--- src/rtl/wla_pkg.sv ---
package wla_pkg;
  typedef enum logic [2:0] {
    ST_IDLE,
    ST_LOAD,
    ST_HALT,
    ST_WAIT,
    ST_FLUSH,
    ST_DONE
  } ag_state_t;
endpackage

--- src/rtl/wla_column_walker.sv ---
module wla_column_walker #(
  parameter int ADDR_W = 16,
  parameter int CNT_W  = 8
) (
  input  logic              clk,
  input  logic              rst,
  input  logic              init_run,
  input  logic              adv_outer,
  input  logic              begin_iter,
  input  logic              step,
  input  logic [ADDR_W-1:0] start_addr,
  input  logic [ADDR_W-1:0] outer_step,
  input  logic [ADDR_W-1:0] row_pitch,
  input  logic [CNT_W-1:0]  rows,
  input  logic [CNT_W:0]    ncols,
  output logic [ADDR_W-1:0] word_addr,
  output logic              last_word
);
  localparam logic [ADDR_W-1:0] ONE_A = ADDR_W'(1);
  localparam logic [CNT_W-1:0]  ONE_R = CNT_W'(1);
  localparam logic [CNT_W:0]    ONE_C = (CNT_W+1)'(1);

  logic [ADDR_W-1:0] outer_base;
  logic [ADDR_W-1:0] col_addr;
  logic [CNT_W-1:0]  row_idx;
  logic [CNT_W:0]    cols_left;
  logic              col_end;

  assign col_end   = (row_idx == rows - ONE_R);
  assign last_word = col_end && (cols_left == ONE_C);

  always_ff @(posedge clk) begin
    if (rst) begin
      outer_base <= '0;
      col_addr   <= '0;
      word_addr  <= '0;
      row_idx    <= '0;
      cols_left  <= '0;
    end else if (init_run) begin
      outer_base <= start_addr;
      col_addr   <= start_addr;
      word_addr  <= start_addr;
      row_idx    <= '0;
      cols_left  <= ncols;
    end else if (adv_outer) begin
      outer_base <= outer_base + outer_step;
      col_addr   <= outer_base + outer_step;
    end else if (begin_iter) begin
      word_addr <= col_addr;
      row_idx   <= '0;
      cols_left <= ncols;
    end else if (step) begin
      if (col_end) begin
        row_idx   <= '0;
        col_addr  <= col_addr + ONE_A;
        word_addr <= col_addr + ONE_A;
        cols_left <= cols_left - ONE_C;
      end else begin
        row_idx   <= row_idx + ONE_R;
        word_addr <= word_addr + row_pitch;
      end
    end
  end

  AST_STEP_HAS_COLUMN: assert property (@(posedge clk) disable iff (rst)
    step |-> (cols_left != '0));

endmodule

--- src/rtl/wla_iter_ctl.sv ---
module wla_iter_ctl
  import wla_pkg::*;
#(
  parameter int CNT_W = 8
) (
  input  logic             clk,
  input  logic             rst,
  input  logic             start,
  input  logic             issue_next,
  input  logic             last_word,
  input  logic [CNT_W-1:0] halt_cycles,
  input  logic [CNT_W-1:0] inner_iters,
  input  logic [CNT_W-1:0] outer_iters,
  output ag_state_t        state,
  output logic             launch,
  output logic             init_run,
  output logic             adv_outer,
  output logic             begin_iter,
  output logic             step,
  output logic             done
);
  localparam logic [CNT_W-1:0] ONE = CNT_W'(1);

  ag_state_t        state_q;
  logic [CNT_W-1:0] hcnt;
  logic [CNT_W-1:0] inner_left;
  logic [CNT_W-1:0] outer_left;
  logic             done_q;
  logic             final_iter;
  logic             go_on;

  assign state      = state_q;
  assign done       = done_q;
  assign launch     = start && (state_q == ST_IDLE || state_q == ST_DONE);
  assign init_run   = launch;
  assign step       = (state_q == ST_LOAD);
  assign go_on      = (state_q == ST_WAIT) && issue_next;
  assign adv_outer  = go_on && (inner_left == ONE);
  assign begin_iter = (go_on && (inner_left != ONE)) || (state_q == ST_FLUSH);
  assign final_iter = (inner_left == ONE) && (outer_left == ONE);

  always_ff @(posedge clk) begin
    if (rst) begin
      state_q    <= ST_IDLE;
      hcnt       <= '0;
      inner_left <= '0;
      outer_left <= '0;
      done_q     <= 1'b0;
    end else begin
      unique case (state_q)
        ST_IDLE, ST_DONE: begin
          if (launch) begin
            state_q    <= ST_LOAD;
            inner_left <= inner_iters;
            outer_left <= outer_iters;
            done_q     <= 1'b0;
          end else if (state_q == ST_DONE) begin
            done_q <= 1'b1;
          end
        end
        ST_LOAD: begin
          if (last_word) begin
            if (final_iter) begin
              state_q <= ST_DONE;
            end else if (halt_cycles != '0) begin
              state_q <= ST_HALT;
              hcnt    <= halt_cycles;
            end else begin
              state_q <= ST_WAIT;
            end
          end
        end
        ST_HALT: begin
          if (hcnt == ONE) state_q <= ST_WAIT;
          else             hcnt    <= hcnt - ONE;
        end
        ST_WAIT: begin
          if (issue_next) begin
            if (inner_left == ONE) begin
              state_q    <= ST_FLUSH;
              inner_left <= inner_iters_q;
              outer_left <= outer_left - ONE;
            end else begin
              state_q    <= ST_LOAD;
              inner_left <= inner_left - ONE;
            end
          end
        end
        ST_FLUSH: state_q <= ST_LOAD;
        default:  state_q <= ST_IDLE;
      endcase
    end
  end

  logic [CNT_W-1:0] inner_iters_q;
  always_ff @(posedge clk) begin
    if (rst)         inner_iters_q <= '0;
    else if (launch) inner_iters_q <= inner_iters;
  end

  AST_HALT_REACHES_WAIT: assert property (@(posedge clk) disable iff (rst)
    (state_q == ST_HALT && hcnt == ONE) |=> (state_q == ST_WAIT));

  AST_BUSY_START_IGNORED: assert property (@(posedge clk) disable iff (rst)
    (start && state_q == ST_HALT) |=> (inner_left == $past(inner_left)));

endmodule

--- src/rtl/winload_agen.sv ---
module winload_agen
  import wla_pkg::*;
#(
  parameter int ADDR_W = 16,
  parameter int CNT_W  = 8
) (
  input  logic              clk,
  input  logic              rst,
  input  logic              start_i,
  input  logic              issue_next_i,
  input  logic [ADDR_W-1:0] base_addr_i,
  input  logic [CNT_W-1:0]  warm_cols_i,
  input  logic [CNT_W-1:0]  new_cols_i,
  input  logic [CNT_W-1:0]  halt_cycles_i,
  input  logic [CNT_W-1:0]  win_rows_i,
  input  logic [ADDR_W-1:0] row_pitch_i,
  input  logic [ADDR_W-1:0] outer_step_i,
  input  logic [CNT_W-1:0]  inner_iters_i,
  input  logic [CNT_W-1:0]  outer_iters_i,
  output logic [ADDR_W-1:0] rd_addr_o,
  output logic              rd_en_o,
  output logic              flush_req_o,
  output logic              done_o
);
  localparam int NC_W = CNT_W + 1;

  logic [CNT_W-1:0]  warm_q, new_q, halt_q, rows_q;
  logic [ADDR_W-1:0] pitch_q, ostep_q;

  ag_state_t         state;
  logic              launch, init_run, adv_outer, begin_iter, step, done;
  logic [ADDR_W-1:0] word_addr;
  logic              last_word;
  logic [NC_W-1:0]   ncols;
  logic [CNT_W-1:0]  rows_eff;
  logic [ADDR_W-1:0] pitch_eff, ostep_eff;

  logic [ADDR_W-1:0] rd_addr_q;
  logic              rd_en_q, flush_q;

  always_ff @(posedge clk) begin
    if (rst) begin
      warm_q  <= '0;
      new_q   <= '0;
      halt_q  <= '0;
      rows_q  <= '0;
      pitch_q <= '0;
      ostep_q <= '0;
    end else if (launch) begin
      warm_q  <= warm_cols_i;
      new_q   <= new_cols_i;
      halt_q  <= halt_cycles_i;
      rows_q  <= win_rows_i;
      pitch_q <= row_pitch_i;
      ostep_q <= outer_step_i;
    end
  end

  always_comb begin
    if (launch)
      ncols = {1'b0, warm_cols_i} + {1'b0, new_cols_i};
    else if (state == ST_FLUSH)
      ncols = {1'b0, warm_q} + {1'b0, new_q};
    else
      ncols = {1'b0, new_q};
    rows_eff  = rows_q;
    pitch_eff = pitch_q;
    ostep_eff = ostep_q;
  end

  wla_iter_ctl #(.CNT_W(CNT_W)) u_ctl (
    .clk         (clk),
    .rst         (rst),
    .start       (start_i),
    .issue_next  (issue_next_i),
    .last_word   (last_word),
    .halt_cycles (halt_q),
    .inner_iters (inner_iters_i),
    .outer_iters (outer_iters_i),
    .state       (state),
    .launch      (launch),
    .init_run    (init_run),
    .adv_outer   (adv_outer),
    .begin_iter  (begin_iter),
    .step        (step),
    .done        (done)
  );

  wla_column_walker #(.ADDR_W(ADDR_W), .CNT_W(CNT_W)) u_walk (
    .clk        (clk),
    .rst        (rst),
    .init_run   (init_run),
    .adv_outer  (adv_outer),
    .begin_iter (begin_iter),
    .step       (step),
    .start_addr (base_addr_i),
    .outer_step (ostep_eff),
    .row_pitch  (pitch_eff),
    .rows       (rows_eff),
    .ncols      (ncols),
    .word_addr  (word_addr),
    .last_word  (last_word)
  );

  always_ff @(posedge clk) begin
    if (rst) begin
      rd_addr_q <= '0;
      rd_en_q   <= 1'b0;
      flush_q   <= 1'b0;
    end else begin
      rd_en_q <= step;
      flush_q <= (state == ST_FLUSH);
      if (step) rd_addr_q <= word_addr;
    end
  end

  assign rd_addr_o   = rd_addr_q;
  assign rd_en_o     = rd_en_q;
  assign flush_req_o = flush_q;
  assign done_o      = done;

  always_ff @(posedge clk) begin
    if (!rst) begin
      AST_FLUSH_EXCLUSIVE: assert (!(flush_q && rd_en_q));
    end
  end

  AST_QUIET_OUTSIDE_LOAD: assert property (@(posedge clk) disable iff (rst)
    (state == ST_HALT || state == ST_WAIT || state == ST_FLUSH || state == ST_DONE) |=> !rd_en_o);

  AST_NO_READ_WHILE_WAITING: assert property (@(posedge clk) disable iff (rst)
    (state == ST_WAIT && !issue_next_i) |=> (!rd_en_o && state == ST_WAIT));

  AST_FLUSH_LEADS_WARMUP: assert property (@(posedge clk) disable iff (rst)
    flush_req_o |=> rd_en_o);

  AST_DONE_STICKY: assert property (@(posedge clk) disable iff (rst)
    (done_o && !start_i) |=> done_o);

endmodule

--- config.mk ---
export PLATFORM = sky130hd
export DESIGN_NAME = winload_agen
export DESIGN_NICKNAME = d
export VERILOG_FILES = /design/src/rtl/wla_pkg.sv /design/src/rtl/wla_column_walker.sv /design/src/rtl/wla_iter_ctl.sv /design/src/rtl/winload_agen.sv
export SDC_FILE = /design/constraint.sdc
export NUM_CORES = 1
export LEC_CHECK = 0
export ABC_CLOCK_PERIOD_IN_PS = 5400
export CORE_MARGIN = 1.5
export CORE_UTILIZATION = 46
export DETAILED_ROUTE_END_ITERATION = 8
export PLACE_DENSITY = 0.67
export SLEW_MARGIN = 20
export SYNTH_ARGS = -nofsm -noshare
export SYNTH_HDL_FRONTEND = slang
export SYNTH_SLANG_ARGS = --single-unit
--- constraint.sdc ---
create_clock -name clk -period 5.4 [get_ports clk]
set_clock_uncertainty 0.05 [all_clocks]
set_input_delay 1.08 -clock clk [delete_from_list [all_inputs] [get_ports clk]]
set_output_delay 1.08 -clock clk [all_outputs]
set_load 0.01 [all_outputs]
# Yosys cells after proc, flatten, opt, wreduce, memory -nomap -nowiden

Index checks and enable logic that the tools add are counted.

Bits in registers: 183
Output and inout bits: 19
Input port bits: 100

Eq/ne operators: 21
Mux-type cells: 45
Reduce and logical (&&, ||, !) cells: 30
Bitwise gates (word level): 1
Add/subtract/negate cells: 11

Operator list:

| cell                    | number |
|---|---|
| $mux W16                | 12 |
| $mux W8                 | 13 |
| $mux W9                 | 7 |
| $pmux W8 S2             | 3 |
| $add A16 B16 Y16        | 2 |
| $sub A8 B1 Y8 const B   | 4 |
| $eq A8 B1 Y1 const B    | 3 |
| $add A8 B8 Y9           | 2 |
| $mux W3                 | 6 |
| $add A16 B1 Y16 const B | 1 |
| $pmux W3 S5             | 1 |
| $ne A2 B2 Y1 const B    | 6 |
| $reduce_bool A3 Y1      | 4 |
| $reduce_bool A2 Y1      | 5 |
| $eq A9 B1 Y1 const B    | 1 |
| $reduce_and A3 Y1       | 3 |
| $sub A9 B1 Y9 const B   | 1 |
| $add A8 B1 Y8 const B   | 1 |
| $eq A8 B8 Y1            | 1 |
| $ne A8 B1 Y1 const B    | 1 |
| $reduce_and A4 Y1       | 2 |
| $reduce_bool A8 Y1      | 1 |
| $eq A3 B2 Y1 const B    | 2 |
| $eq A3 B3 Y1 const B    | 2 |
| other kinds (11)        | 24 |

# Longest topological paths before layout

Depth in word-level cells: 7
Mapped depth: 12

# Hierarchy

Synthesis repeated with hierarchy kept, for this count alone.

Cell total of the unflattened synthesis: 1383
Area total of the unflattened synthesis: 11358.4 µm²

Modules (own cells, without submodules):

| module            | times used | cells each | sequential area each (µm²) | area an instance (µm²) |
|---|---|---|---|---|
| wla_column_walker | 1          | 697        | 1301.2                     | 5212.5 |
| winload_agen      | 1          | 386        | 1641.6                     | 3752.3 |
| wla_iter_ctl      | 1          | 300        | 720.7                      | 2393.5 |

# Least setup slack after synthesis

Ideal clock, no wire load.

Kind: input-to-reg
Start: input warm_cols_i[0]
End: register u_walk.cols_left[8]
Stages: 11
Setup time: 0.119 ns
Slack: 2.430 ns
Data required time: 5.231 ns
Data arrival time: 2.801 ns
Buffers on the path: 0
Path through: ha_1 inv_1 fa_1 nor2b_1 o31ai_1 a21oi_1 o21a_1 o21ai_0 o21ai_0 o21a_1 o221a_2

Longest elaborated chain between the ends: 5

Ends and longest elaborated chain:

| what                 | RTL line                | text |
|---|---|---|
| from (decl)          | winload_agen.sv:12      | `input logic [CNT_W-1:0] warm_cols_i,` |
| $add A8 B8 Y9 (*)    | winload_agen.sv:61      | `ncols = {1'b0, warm_cols_i} + {1'b0, new_cols_i};` |
| $mux W9 (*)          | winload_agen.sv:60      | `if (launch)` |
| $mux W9              | wla_column_walker.sv:48 | `end else if (begin_iter) begin` |
| $mux W9              | wla_column_walker.sv:45 | `end else if (adv_outer) begin` |
| $mux W9 (*)          | wla_column_walker.sv:39 | `end else if (init_run) begin` |
| to (signal assigned) | wla_column_walker.sv:44 | `cols_left <= ncols;` |
| to (signal assigned) | wla_column_walker.sv:51 | `cols_left <= ncols;` |
| to (signal assigned) | wla_column_walker.sv:57 | `cols_left <= cols_left - ONE_C;` |
| to (decl)            | wla_column_walker.sv:26 | `logic [CNT_W:0] cols_left;` |

Mark *: on every way between the ends. The rest lies on a longest branch, timed or not. The select of a mux whose other input is x is not followed.
A chain may end at the register's enable or synchronous reset.

# Worst setup path after layout

Start: register rows_q[0], in the netlist rows_eff[0]
End: register u_ctl.hcnt[2]

Longest elaborated chain between the ends: 5

Ends and longest elaborated chain:

| what                               | RTL line                | text |
|---|---|---|
| from (decl)                        | winload_agen.sv:27      | `logic [CNT_W-1:0] warm_q, new_q, halt_q, rows_q;` |
| from (signal assigned)             | winload_agen.sv:53      | `rows_q <= win_rows_i;` |
| $sub A8 B1 Y8                      | wla_column_walker.sv:29 | `assign col_end = (row_idx == rows - ONE_R);` |
| $eq A8 B8 Y1                       | wla_column_walker.sv:29 |  |
| $logic_and A1 B1 Y1                | wla_column_walker.sv:30 | `assign last_word = col_end && (cols_left == ONE_C);` |
| $ne A2 B1 Y1 (no source line)      | -                       |  |
| $reduce_and A5 Y1 (no source line) | -                       |  |
| to (signal assigned)               | wla_iter_ctl.sv:67      | `hcnt <= halt_cycles;` |
| to (signal assigned)               | wla_iter_ctl.sv:75      | `else hcnt <= hcnt - ONE;` |
| to (decl)                          | wla_iter_ctl.sv:25      | `logic [CNT_W-1:0] hcnt;` |

Every way passes these cells.

==> flow_metrics.tcl <==
set metrics [dict create \
    status "complete, no violations" \
    vias 10600 \
    clock-sinks 183 \
    crit_chain "inv_1 -> ha_1 -> nand2b_1 -> a311o_1 -> a211o_1 -> or2_1 -> o31ai_4 -> o21ai_0 -> a32o_1" \
    tightest_slew_ns 1.01 \
    setup_viol 0 \
    grt_max_degree 65 \
    setup_tns_ns 0 \
    ios 119 \
    cts-hold-fix-buffers 0 \
    synth_cell_types 74 \
    fin_crit_sh 0.644 \
    rsz0062_at_grt "false" \
    dp_hpwl_microns 21400 \
    num_rows 55 \
    reg2reg_slack_ns 1.92 \
    numCtsBuffers 17 \
    path_class "reg2reg" \
    fin_cells 1833 \
    regToRegEndpoint "u_ctl.hcnt[2]" \
    endpoint_kind "register" \
    multi_input_area_sq_um 6720 \
    drc 0 \
    hold_viol 0 \
    async_flop_share 0 \
    grt_antenna_before_repair 0 \
    die_w_microns 156 \
    grt_first_pass_wirelength_microns 49000 \
    hp-class "reg2reg" \
    port_buffers 118 \
    routabilityCongestion 0.907 \
    syn_to_final_growth_pct 17.9 \
    powerDensity_nw_per_um2 358 \
    grt_pass1_vias 9658 \
    final_common_cell "nand2_1" \
    hp-start "rd_addr_o[12]" \
    synth-seq-cells 183 \
    holdPathEnd "rd_addr_o[12]" \
    ant_nets 0 \
    slew_viol_final 0 \
    wl_per_cell_microns 16.5 \
    vias_per_cell 5.79 \
    coreArea_sq_um 22800 \
    start_util 0.473 \
    yosysWarnings 0 \
    cts.clk_slew.worst_paths_ns 0.08 \
    crit_fanout 16 \
    ir_drop_mv 0.168 \
    final.min_clock_period_ns 3.48 \
    seq_area_frac_synth 0.339 \
    overflow 0 \
    die_h_microns 156 \
    cap_viol_max_count 0 \
    slowest_stage "o31ai_4" \
    clock_latency_ns 0.44 \
    root_buffer "clkbuf_16" \
    cts_tree "built" \
    cp_data_arrival_time_ns 3.77 \
    critPathLaunchType "register" \
    cts_resized 0 \
    synth_edf_count 0 \
    fillers 2233 \
    grt_usage 0.252 \
    leakage_nw 4.88 \
    die_area_sq_um 24400 \
    drtPass1Iterations 5 \
    r2r-start "rows_eff[0]" \
    clk_path_buf_depth 2 \
    avgSynthCellArea_sq_um 7.50 \
    cp.required_ns 5.69 \
    ff_latch_area_sq_um 3660 \
    synth_area_sq_um 10800 \
    dp_cells 1801 \
    cts.htree.levels 4 \
    final_cell_mix "nand2_1 (284), a21oi_1 (201), dfxtp_1 (183)" \
    holdPathStages 2 \
    drive_gt1_frac 0.0428 \
    r2r_cells 9 \
    synth_cells 1440 \
    dr.first_iter.drc_count 718 \
    syn_nets 1601 \
    fin_nets 1668 \
    synth_ff_type "dfxtp_1" \
    totalWireLength_microns 30300 \
    antenna_cells 0 \
    timing.slew.headroom 0.322 \
    max_freq_mhz 287 \
    critPathMaxStageDelay_ns 0.68 \
    post_cts_buffers 0 \
]
## metrics by stage
stage	cell area, sq um	setup slack, ns	hold slack, ns	utilization	power, W
2_1_floorplan	10800	2.43	0.382	-	0.00283
3_3_place_gp	12200	1.53	0.390	0.532	0.00328
3_5_place_dp	12200	1.49	0.395	0.532	0.00330
4_1_cts	12700	1.95	0.405	0.557	0.00456
5_1_grt	12700	1.68	0.423	0.557	0.00485
6_report	12700	1.92	0.404	0.557	0.00456
## where the power goes
part           total [W]  internal (W)  switching (W)
Combinational    0.00156      0.000625       0.000936
Sequential       0.00174       0.00154       0.000192
Clock            0.00126      0.000663       0.000597
## how the worst max path moves through the flow
stage / startpoint / end / slack [ns] / cells after the start
3_5_place_dp: start_i / u_walk.col_addr[4] / 1.49 / 7
4_1_cts: start_i / u_walk.col_addr[5] / 1.95 / 7
6_report: rows_eff[0] / u_ctl.hcnt[2] / 1.92 / 9
5_1_grt: start_i / u_walk.col_addr[3] / 1.68 / 7
2_1_floorplan: warm_cols_i[0] / u_walk.cols_left[8] / 2.43 / 11
3_3_place_gp: start_i / u_walk.col_addr[4] / 1.53 / 7
## cell usage after synthesis (4+ instances only)
cell type / number / area (sq um)
a21o_1: 12 / 90.1
o21a_1: 11 / 82.6
nand4_1: 19 / 119
or2_2: 4 / 25.0
or3_1: 7 / 43.8
nand3_1: 29 / 145
and3_1: 5 / 31.3
a21oi_1: 201 / 1010
nand2_1: 284 / 1070
dfxtp_1: 183 / 3660
o31ai_1: 9 / 67.6
o31a_1: 4 / 35.0
nand3b_1: 6 / 45.0
nor3b_1: 6 / 45.0
nor4_1: 11 / 68.8
a221oi_1: 4 / 35.0
nand2b_1: 12 / 75.1
a31o_2: 4 / 35.0
nor2b_1: 12 / 75.1
nor3_1: 30 / 150
xor2_1: 29 / 254
buf_1: 7 / 26.3
xnor2_1: 28 / 245
a31oi_1: 12 / 75.1
o221ai_1: 4 / 35.0
nor2_1: 116 / 435
buf_2: 9 / 45.0
o21ai_0: 90 / 450
nand4b_1: 5 / 43.8
a22o_1: 6 / 52.6
clkbuf_1: 64 / 240
inv_1: 27 / 101
a221o_1: 4 / 40.0
a22oi_1: 17 / 128
a211oi_1: 27 / 203
and2_1: 4 / 25.0
o22ai_1: 4 / 25.0
fa_1: 4 / 80.1
mux2i_1: 13 / 130
o211ai_1: 6 / 45.0
ha_1: 57 / 713
## worst max-delay path: cells and delay by family (launching register included)
| family | cells | cell delay [ns] |
|---|---|---|
| AO/OA/AOI/OAI | 5 | 1.87 |
| adder cells (fa/ha/maj) | 1 | 0.25 |
| buffers and inverters | 1 | 0.07 |
| flip-flops | 1 | 0.43 |
| AND/OR/NAND/NOR | 2 | 0.68 |
## per-layer routing
metal	part of all wire	global-route usage	wire length, microns
met1	0.48	0.358	14500
met2	0.44	0.397	13500
met3	0.061	0.0332	1840
met4	0.017	0.0739	523
met5	0	0	0
## registers in the layout, summed over array words and instances, names as in the netlist, 3 cells and up
name                 count
warm_q                   8
ostep_eff               16
pitch_eff               16
u_walk.col_addr         16
u_ctl.inner_left         8
u_ctl.outer_left         8
u_walk.word_addr        16
u_walk.outer_base       16
u_ctl.hcnt               8
rows_eff                 8
u_walk.row_idx           8
new_q                    8
u_walk.cols_left         9
u_ctl.inner_iters_q      8
rd_addr_o               16
u_ctl.state              3
halt_q                   8
## kinds of logic (layout without fill, tap and decap cells)
logic type	after synthesis	in the layout	share of synthesized area
AO/OA/AOI/OAI	451	451	0.254
AND/OR/NAND/NOR	565	565	0.234
buffers and inverters	109	189	0.0396
flip-flops	183	183	0.339
XOR/XNOR	57	57	0.0462
multiplexers	14	14	0.0131
adder cells (fa/ha/maj)	61	61	0.0734
## layout make-up
class | instances | area share
clock buffers | 19 | 0.0348
clock inverters | 13 | 0.0106
inverters | 28 | 0.00825
multi-input cells | 1148 | 0.528
flip-flops and latches | 183 | 0.288
well taps | 313 | 0.0307
repair buffers | 129 | 0.100
Note: power is estimated with default switching activity, not from simulation.
